<file path="config.mk">
export PLATFORM = sky130hd
export DESIGN_NAME = pipe_ctl_seq
export DESIGN_NICKNAME = d
export VERILOG_FILES = /design/src/rtl/pipe_ctl_seq.sv
export SDC_FILE = /design/constraint.sdc
export NUM_CORES = 1
export LEC_CHECK = 0
export BUFFER_PORTS_ARGS = -buffer_cell sky130_fd_sc_hd__buf_2
export CAP_MARGIN = 20
export CORE_MARGIN = 10
export CORE_UTILIZATION = 53
export DETAILED_ROUTE_END_ITERATION = 16
export PLACE_DENSITY = 0.82
export SLEW_MARGIN = 20
export SYNTH_ARGS = -nofsm -noshare
export SYNTH_HDL_FRONTEND = slang
export SYNTH_SLANG_ARGS = --single-unit
</file>
<file path="constraint.sdc">
create_clock -name clk -period 1.5 [get_ports clk]
set_input_delay 0.075 -clock clk [delete_from_list [all_inputs] [get_ports clk]]
set_output_delay 0.075 -clock clk [all_outputs]
set_load 0.01 [all_outputs]
</file>
<file path="src/rtl/pipe_ctl_seq.sv">
module pipe_ctl_seq #(
  parameter int SETTLE_CYCLES = 4175
) (
  input  logic       clk,
  input  logic       rst_n,
  input  logic [1:0] pwr_state,
  input  logic       det_req,
  input  logic       tx_idle,
  input  logic       rx_idle,
  input  logic       pll_locked,
  input  logic       det_done,
  input  logic       far_present,
  output logic       phy_status,
  output logic [2:0] rx_status,
  output logic       beacon_en,
  output logic       beacon_seen
);

  localparam int CW = $clog2(SETTLE_CYCLES + 1);
  localparam logic [1:0] PD_P1 = 2'b10;
  localparam logic [1:0] PD_P2 = 2'b11;
  localparam logic [2:0] CODE_NONE = 3'b000;
  localparam logic [2:0] CODE_FOUND = 3'b011;

  typedef enum logic [1:0] {DS_IDLE, DS_WAIT, DS_HOLD} det_st_t;

  logic [CW-1:0] settle_cnt;
  logic          settling;
  det_st_t       det_st;
  logic          det_pulse;
  logic [2:0]    rx_code;
  logic          rx_idle_q;

  wire ready = ~settling;
  wire in_p1 = (pwr_state == PD_P1);
  wire in_p2 = (pwr_state == PD_P2);

  always_ff @(posedge clk or negedge rst_n) begin
    if (!rst_n) begin
      settle_cnt <= '0;
      settling   <= 1'b1;
    end else if (settling && pll_locked) begin
      if (settle_cnt == CW'(SETTLE_CYCLES - 1)) settling <= 1'b0;
      settle_cnt <= settle_cnt + 1'b1;
    end
  end

  always_ff @(posedge clk or negedge rst_n) begin
    if (!rst_n) begin
      det_st    <= DS_IDLE;
      det_pulse <= 1'b0;
      rx_code   <= CODE_NONE;
    end else begin
      det_pulse <= 1'b0;
      case (det_st)
        DS_IDLE: if (ready && in_p1 && det_req) det_st <= DS_WAIT;
        DS_WAIT: begin
          if (!det_req || !in_p1) det_st <= DS_IDLE;
          else if (det_done) begin
            det_pulse <= 1'b1;
            rx_code   <= far_present ? CODE_FOUND : CODE_NONE;
            det_st    <= DS_HOLD;
          end
        end
        DS_HOLD: if (!det_req) begin
          det_st  <= DS_IDLE;
          rx_code <= CODE_NONE;
        end
        default: det_st <= DS_IDLE;
      endcase
    end
  end

  always_ff @(posedge clk or negedge rst_n) begin
    if (!rst_n) begin
      rx_idle_q   <= 1'b1;
      beacon_seen <= 1'b0;
    end else begin
      rx_idle_q   <= rx_idle;
      beacon_seen <= in_p2 && rx_idle_q && !rx_idle;
    end
  end

  assign phy_status = !rst_n || settling || det_pulse;
  assign rx_status  = rx_code;
  assign beacon_en  = rst_n && ready && in_p2 && !tx_idle;

  p_reset_high_r1: assert property (@(posedge clk) !rst_n |-> phy_status);

  p_settle_hold_r2: assert property (@(posedge clk) disable iff (!rst_n)
    (settling && !pll_locked) |=> settling);

  p_ignore_non_p1_r3: assert property (@(posedge clk) disable iff (!rst_n)
    (det_st == DS_IDLE && !in_p1) |=> !det_pulse);

  p_one_cycle_r4: assert property (@(posedge clk) disable iff (!rst_n)
    det_pulse |=> !det_pulse);

  p_code_legal_r5: assert property (@(posedge clk) disable iff (!rst_n)
    (rx_status == CODE_NONE) || (rx_status == CODE_FOUND));

  p_release_r6: assert property (@(posedge clk) disable iff (!rst_n)
    (det_st == DS_HOLD && !det_req) |=> (rx_status == CODE_NONE));

  p_beacon_p2_r7: assert property (@(posedge clk) disable iff (!rst_n)
    beacon_en |-> (pwr_state == PD_P2));

  p_seen_single_r8: assert property (@(posedge clk) disable iff (!rst_n)
    beacon_seen |=> !beacon_seen);

  p_abort_r9: assert property (@(posedge clk) disable iff (!rst_n)
    (det_st == DS_WAIT && !det_req) |=> (det_st == DS_IDLE && !det_pulse));

endmodule

</file>
# Word-level counts from Yosys, hierarchy flattened
# Index checks and enable logic that the tools add are counted.
# W data, S select, Z words.
[word_totals]
regBits = 22
out_inout_bits = 6
[op_classes]
addsub = 1
eq_ne = 10
mux = 13
n_bitwise = 1
n_reduce_logical = 21
[ops]
columns = ["op", "count"]
rows = [
  ["$add A13 B1 Y13 const B", 1],
  ["$eq A13 B13 Y1 const B", 1],
  ["$mux W2", 5],
  ["$mux W3", 3],
  ["$logic_and A1 B1 Y1", 8],
  ["$ne A2 B2 Y1 const B", 4],
  ["$eq A2 B2 Y1 const B", 3],
  ["$pmux W2 S3", 1],
  ["$pmux W3 S2", 1],
  ["$logic_not A1 Y1", 5],
  ["$reduce_and A4 Y1", 1],
  ["$logic_or A1 B1 Y1", 3],
  ["$mux W1", 3],
  ["$ne A3 B3 Y1 const B", 1],
  ["$reduce_and A3 Y1", 1],
  ["$eq A2 B1 Y1 const B", 1],
  ["$logic_not A2 Y1", 1],
  ["$reduce_and A2 Y1", 1],
  ["$reduce_bool A2 Y1", 1],
  ["$not A1 Y1", 1],
]

# Depth between registers and ports, before layout
# Gate-level depths: netlist of the first run.
[depth]
ltp_word = 5
depth_mapped = 4

# Worst setup path after synthesis of the first run
# OpenSTA, ideal clock, no wires.
[synth_timing]
path_kind = "register to register"
startpoint = "register settling"
endpoint = "register settle_cnt[11]"
setup_time_ns = 0.079
arrival_time_ns = 1.217
required_time_ns = 1.421
setup_slack_ns = 0.203
path_stages_with_launch = 5
n_path_buf = 1
synth_period_minus_slack_ns = 1.297
path_cell_list = "dfstp_2 > buf_4 > nand4_2 > nor4_2 > xor2_1"
[synth_via]
elab_chain_len = 1
[synth_lines]
columns = ["item", "line_no", "text"]
rows = [
  ["start, declared", "28", "logic settling;"],
  ["start signal, assigned", "41", "settling <= 1'b1;"],
  ["start signal, assigned", "43", "if (settle_cnt == CW'(SETTLE_CYCLES - 1)) settling <= 1'b0;"],
  ["$logic_and A1 B1 Y1", "42", "end else if (settling && pll_locked) begin"],
  ["end signal, assigned", "44", "settle_cnt <= settle_cnt + 1'b1;"],
  ["end, declared", "27", "logic [CW-1:0] settle_cnt;"],
]
# No other way between the ends.
# A chain may end at the register's enable or synchronous reset.

# Worst setup path after layout of the first run
[layout_timing]
startpoint = "register settling"
endpoint = "output phy_status"
[layout_via]
elab_chain_len = 2
[layout_lines]
columns = ["item", "line_no", "text"]
rows = [
  ["$logic_or A1 B1 Y1 (2 in series)", "84", "assign phy_status = !rst_n || settling || det_pulse;"],
  ["end, declared", "13", "output logic phy_status,"],
]
# No other way between the ends.

==> results of run 1 <==
==> per-layer routing <==
metal,up-vias,GRT usage,wire [um]
li1,330,-,-
met1,325,0.134,942
met2,13,0.154,954
met3,2,0.0233,85
met4,0,0.0531,15
met5,-,0,0
==> stage by stage <==
step	power [mW]	worst slack (ps)
after detailed placement	0.635	137
after CTS	1.07	5.81
after global routing	1.12	-28.1
final	1.07	64.5
after global placement	0.634	157
after floorplan	0.596	203
==> power by group through the flow <==
stage	registers, mW	logic, mW	clock network, mW
final	0.555	0.0750	0.436
after CTS	0.555	0.0756	0.442
after global routing	0.557	0.0838	0.480
after floorplan	0.568	0.0286	0
after detailed placement	0.566	0.0693	0
after global placement	0.565	0.0687	0
==> registers in the layout, summed over array words and instances, names as in the netlist <==
register	cells
beacon_seen	1
det_pulse	1
det_st	2
rx_idle_q	1
rx_status	1
settle_cnt	13
settling	1
==> cell usage after synthesis, types with 2 or more instances <==
cell type	n	area, um^2
xor2_1	8	70.1
inv_1	6	22.5
xnor2_1	4	35.0
nand4_1	2	12.5
nor2_1	2	7.51
nor3_1	3	15.0
nand3_1	2	10.0
nand3_2	2	20.0
nor4_1	4	25.0
nand2_1	5	18.8
dfrtp_1	18	450
nor4_2	2	25.0
dfstp_2	2	52.6
ha_1	2	25.0
buf_4	3	22.5
nor3b_1	2	15.0
==> cell families (layout without fill, tap and decap cells) <==
| kind of cell | count (synthesis) | in the layout | synth area share |
|---|---|---|---|
| mux | 1 | 1 | 0.0106 |
| compound gates | 5 | 5 | 0.0383 |
| xor+xnor | 12 | 12 | 0.111 |
| simple gates | 32 | 32 | 0.232 |
| flops | 20 | 20 | 0.530 |
| buf+inv | 9 | 30 | 0.0475 |
| other cells | 1 | 1 | 0.00395 |
| fa+ha+maj | 2 | 2 | 0.0264 |
==> what timing repair did <==
item / CTS / global route
resized for setup: 0 / 4
endpoints found under the hold margin: 23 / 0
endpoints found under the setup margin: 0 / 4
hold buffers: 3 / 0
setup buffers: 0 / 1
==> worst paths after layout <==
kind                                              end  slack, ps  cells after the start
setup / recovery                           phy_status         60                      2
hold reg to reg            settle_cnt[12]$_DFFE_PN0P_        480                      1
hold / removal                  det_st[1]$_DFFE_PN0P_         30                      2
min in group asynchronous       det_st[1]$_DFFE_PN0P_        230                      3
max in group asynchronous         rx_idle_q$_DFF_PN1_       1050                      3
setup reg to reg            settle_cnt[8]$_DFFE_PN0P_         80                      4
==> worst register-to-register path: cells and delay by family (launching register included) <==
kind                       cells  cell delay [ps]
adders and majority gates      1              220
xor gates and xnor gates       1              210
and+or+nand+nor                2              470
DFF                            1              450
==> layout make-up <==
cell class                      count  area [um^2]  area share
Sequential cell                    20          503       0.434
Multi-Input combinational cell     53          428       0.369
Timing Repair Buffer               20          123       0.106
Tap cell                           25         31.3      0.0270
Clock inverter                      1         30.0      0.0259
Clock buffer                        3         22.5      0.0194
Inverter                            6         22.5      0.0194
==> results.yml, run 1 <==
logic_synthesis:
  seq_area_frac_synth: 0.530
  synth-seq-cells: 20
  avgSynthCellArea_um2: 11.6
  synth_nets: 94
  yosysWarnings: 0
  netlist-cell-type-count: 31
  synth-edff-count: 0
  synth_ff_type: "dfrtp_1"
  synthCells: 82
  netlist_area_um2: 948
  synthArstFlopShare: 1.00
setup_path:
  cpPeakStageDelay_ps: 480
  crit_required_ps: 1420
  crit_family: "simple AND/OR/NAND/NOR gates"
  path_class: "register to primary output"
  critPathLaunch: "settling$_DFFE_PN1P_"
  cp.arrival_ps: 1360
  path_cells: "or3b_2, buf_2"
  r2r-start: "settle_cnt[1]$_DFFE_PN0P_"
  crit_slowest_cell: "or3b_2"
  critPathCaptureType: "primary output"
  crit_fanout: 7
  crit_buf_inv: 1
  crit_path_start_kind: "register"
floorplan:
  placementRows: 15
  die_x_um: 62.3
  die_area_mm2: 0.00388
  ios: 16
  die_y_um: 62.3
  coreArea_mm2: 0.00171
  start_util: 0.555
job:
  drv_cap: 0
detailed_routing:
  drc: 0
  dr.pass1.iters: 4
  drt-total-wl_um: 2000
  num_vias: 670
  avgRoutedWirePerCell_um: 15.6
  viasPerCell: 5.23
  detail_route.iter0.violations: 25
  ant_nets: 0
timing:
  final-setup-viol-count: 0
  fin_tns_setup_ps: 0
  fin_crit_sh: 0.957
  fin_crit_ps: 1440
  rsz0062_at_grt: "yes"
  holdWs_ps: 34.0
  fin_worst_skew_ps: 2.88
  fmax_ghz: 0.697
  hold_viol_final: 0
  drv_slew: 0
power_and_ir_drop:
  p_sw_mw: 0.212
  leakagePower_nw: 0.553
  cellPowerDensity_mw_per_mm2: 920
  p_int_mw: 0.855
  p_comb_frac: 0.070
  ir_drop_mv: 0.617
  swShare: 0.199
  seqPwrFrac: 0.521
  p_clk_frac: 0.409
layout:
  final_util: 0.679
  drive_above_1_share: 0.340
  finalNetCount: 116
  final_cell_mix: "dfrtp_1, buf_2, xor2_1, inv_1, nand2_1"
  syn_to_final_growth_pct: 22.3
  diodes: 0
  fillers: 124
  instances_no_fill: 128
  layout_commonest_cell: "dfrtp_1"
  final_cell_area_mm2: 0.00116
status:
  status: "finished, final reports clean"
grt:
  antenna_found_initial: 0
  grt_usage: 0.103
  grt_pass1_wl_um: 3300
  grt_max_degree: 13
  grt_overflow: 0
  grt_pass1_vias: 673
cts:
  htreeDepth: 1
  clockBufferDepth: 2
  cts_root_buf: "clkbuf_4"
  cts_buffers: 3
  cts_tree: "built"
  cts.clk_slew.worst_paths_ps: 110
  clk_latency_ps: 300
  cts.sinks: 20
placement:
  place_area_mm2: 0.00104
  gp_congestion: 0.807
  placed_cells: 120
  port_buffers: 14
  dpl.hpwl_um: 1360
min_path:
  hold_class: "input pin to register"
  worstHoldStart: "det_req"
(Power assumes the default switching activity.)
==> inputs of run 2 (changes only) <==
CORE_MARGIN = 2   (was 10)
==> results.yml, run 2 (synthesized netlist as in run 1, its figures left out) <==
setup_path:
  critPathLaunch: "rst_n"
  reg2reg_setup_slack_ps: 90
  reg2reg_depth: 3
  r2r-start: "settling$_DFFE_PN1P_"
  crit_buf_inv: 3
  cp.depth: 4
  crit_required_ps: 1420
  path_cells: "dlygate4sd3_1, buf_4, or3b_2, buf_2"
  cp.arrival_ps: 1360
  critPathCaptureType: "primary output"
  reg2reg_to: "settle_cnt[11]$_DFFE_PN0P_"
  cpPeakStageDelay_ps: 520
  crit_family: "buffers and inverters"
  crit_end: "phy_status"
  path_class: "input pin to primary output"
  crit_fanout: 8
  crit_slowest_cell: "dlygate4sd3_1"
  crit_path_start_kind: "input pin"
detailed_routing:
  detail_route.iter0.violations: 6
  avgRoutedWirePerCell_um: 14.0
  drc: 0
  drt-total-wl_um: 1750
  num_vias: 644
  ant_nets: 0
  dr.pass1.iters: 4
  viasPerCell: 5.15
power_and_ir_drop:
  ir_drop_mv: 0.581
  cellPowerDensity_mw_per_mm2: 859
  leakagePower_nw: 0.531
  power_mw: 0.939
layout:
  diodes: 0
  drive_above_1_share: 0.300
  regMostFlops: "settle_cnt"
  final_cell_mix: "dfrtp_1, buf_2, xor2_1, inv_1, nand2_1"
  fillers: 126
  finalNetCount: 113
  layout_commonest_cell: "dfrtp_1"
  final_cell_area_mm2: 0.00109
  largest_reg_flops: 13
  syn_to_final_growth_pct: 15.3
  multi_input_area_um2: 400
  regArea_um2: 503
  reg_top3: "settle_cnt x13, det_st x2"
cts:
  cts.sinks: 20
  cts.clk_slew.worst_paths_ps: 100
  clockBufferDepth: 2
  cts_buffers: 3
  cts_root_buf: "clkbuf_4"
  cts_tree: "built"
  clk_latency_ps: 300
  htreeDepth: 1
placement:
  dp_slack_ps: 93.1
  place_area_mm2: 0.00103
  gp_congestion: 0.805
  dpl.hpwl_um: 1240
  port_buffers: 14
min_path:
  hold_class: "input pin to register"
  hold_depth: 3
floorplan:
  die_x_um: 46.3
  die_area_mm2: 0.00214
  placementRows: 15
  die_y_um: 46.3
  start_util: 0.555
  ios: 16
  coreArea_mm2: 0.00171
timing:
  hold_viol_final: 0
  drv_slew: 0
  final-setup-viol-count: 0
  fmax_ghz: 0.698
  fin_worst_skew_ps: 7.30
  fin_tns_setup_ps: 0
  holdWs_ps: 35.5
  rsz0062_at_grt: "no"
  fin_crit_ps: 1430
  fin_crit_sh: 0.955
  worst_slack_ps: 67.2
status:
  status: "finished, final reports clean"
job:
  drv_cap: 0
grt:
  grt_max_degree: 16
  grt_overflow: 0
  antenna_found_initial: 0
  grt_usage: 0.189
  grt_pass1_wl_um: 2780
  grt_pass1_vias: 617
run 2: cell count changes in the layout (fill, tap and decap cells not counted), sizes merged:
cell | previous run | this run
bufinv | 1 | 0
clkbuf | 3 | 4
dlygate4sd3 | 3 | 2
buf | 17 | 15
run 2: worst reg2reg max path, stage by stage (launching register included):
cell and delay, ps:
dfstp_2 620, nand4_2 220, nor4_2 340, xor2_1 170
run 2: power by group:
| group | total, mW | internal (mW) | switching, mW | leakage, nW |
|---|---|---|---|---|
| sequential | 0.556 | 0.549 | 0.00698 | 0.260 |
| clock | 0.309 | 0.148 | 0.161 | 0.0210 |
| combinational | 0.0737 | 0.0325 | 0.0412 | 0.250 |
| total | 0.939 | 0.730 | 0.209 | 0.531 |
run 2: how the worst min path moves through the flow:
stage / start / end
3_3_place_gp: rst_n / det_st[1]$_DFFE_PN0P_
6_report: pwr_state[0] / beacon_seen$_DFF_PN0_
5_1_grt: det_req / det_st[1]$_DFFE_PN0P_
3_5_place_dp: rst_n / det_st[0]$_DFFE_PN0P_
4_1_cts: det_req / det_st[1]$_DFFE_PN0P_
2_1_floorplan: rst_n / beacon_seen$_DFF_PN0_
run 2: what timing repair did:
item | CTS | global route
endpoints found under the setup margin | 0 | 1
setup buffers | 0 | 0
hold endpoints to repair | 21 | 0
resized for setup | 0 | 2
hold buffers | 2 | 0
run 2: cell type report:
| cell class | count | area share |
|---|---|---|
| sequential | 20 | 0.460 |
| multi-input combinational | 53 | 0.366 |
| timing repair buffer | 17 | 0.0915 |
| clock buffer | 4 | 0.0332 |
| tap | 25 | 0.0286 |
| inverter | 6 | 0.0206 |
run 2: stage by stage:
step | util | instances
after detailed placement | 0.606 | 119
after floorplan | - | 82
final | 0.640 | 125
after global routing | 0.640 | 125
after global placement | 0.606 | 119
after CTS | 0.639 | 125
run 2: layer usage:
metal,GRT usage,vias to the layer above,share of wire
li1,-,323,-
met1,0.267,308,0.49
met2,0.256,9,0.47
met3,0.0353,4,0.017
met4,0.131,0,0.023
met5,0,-,0
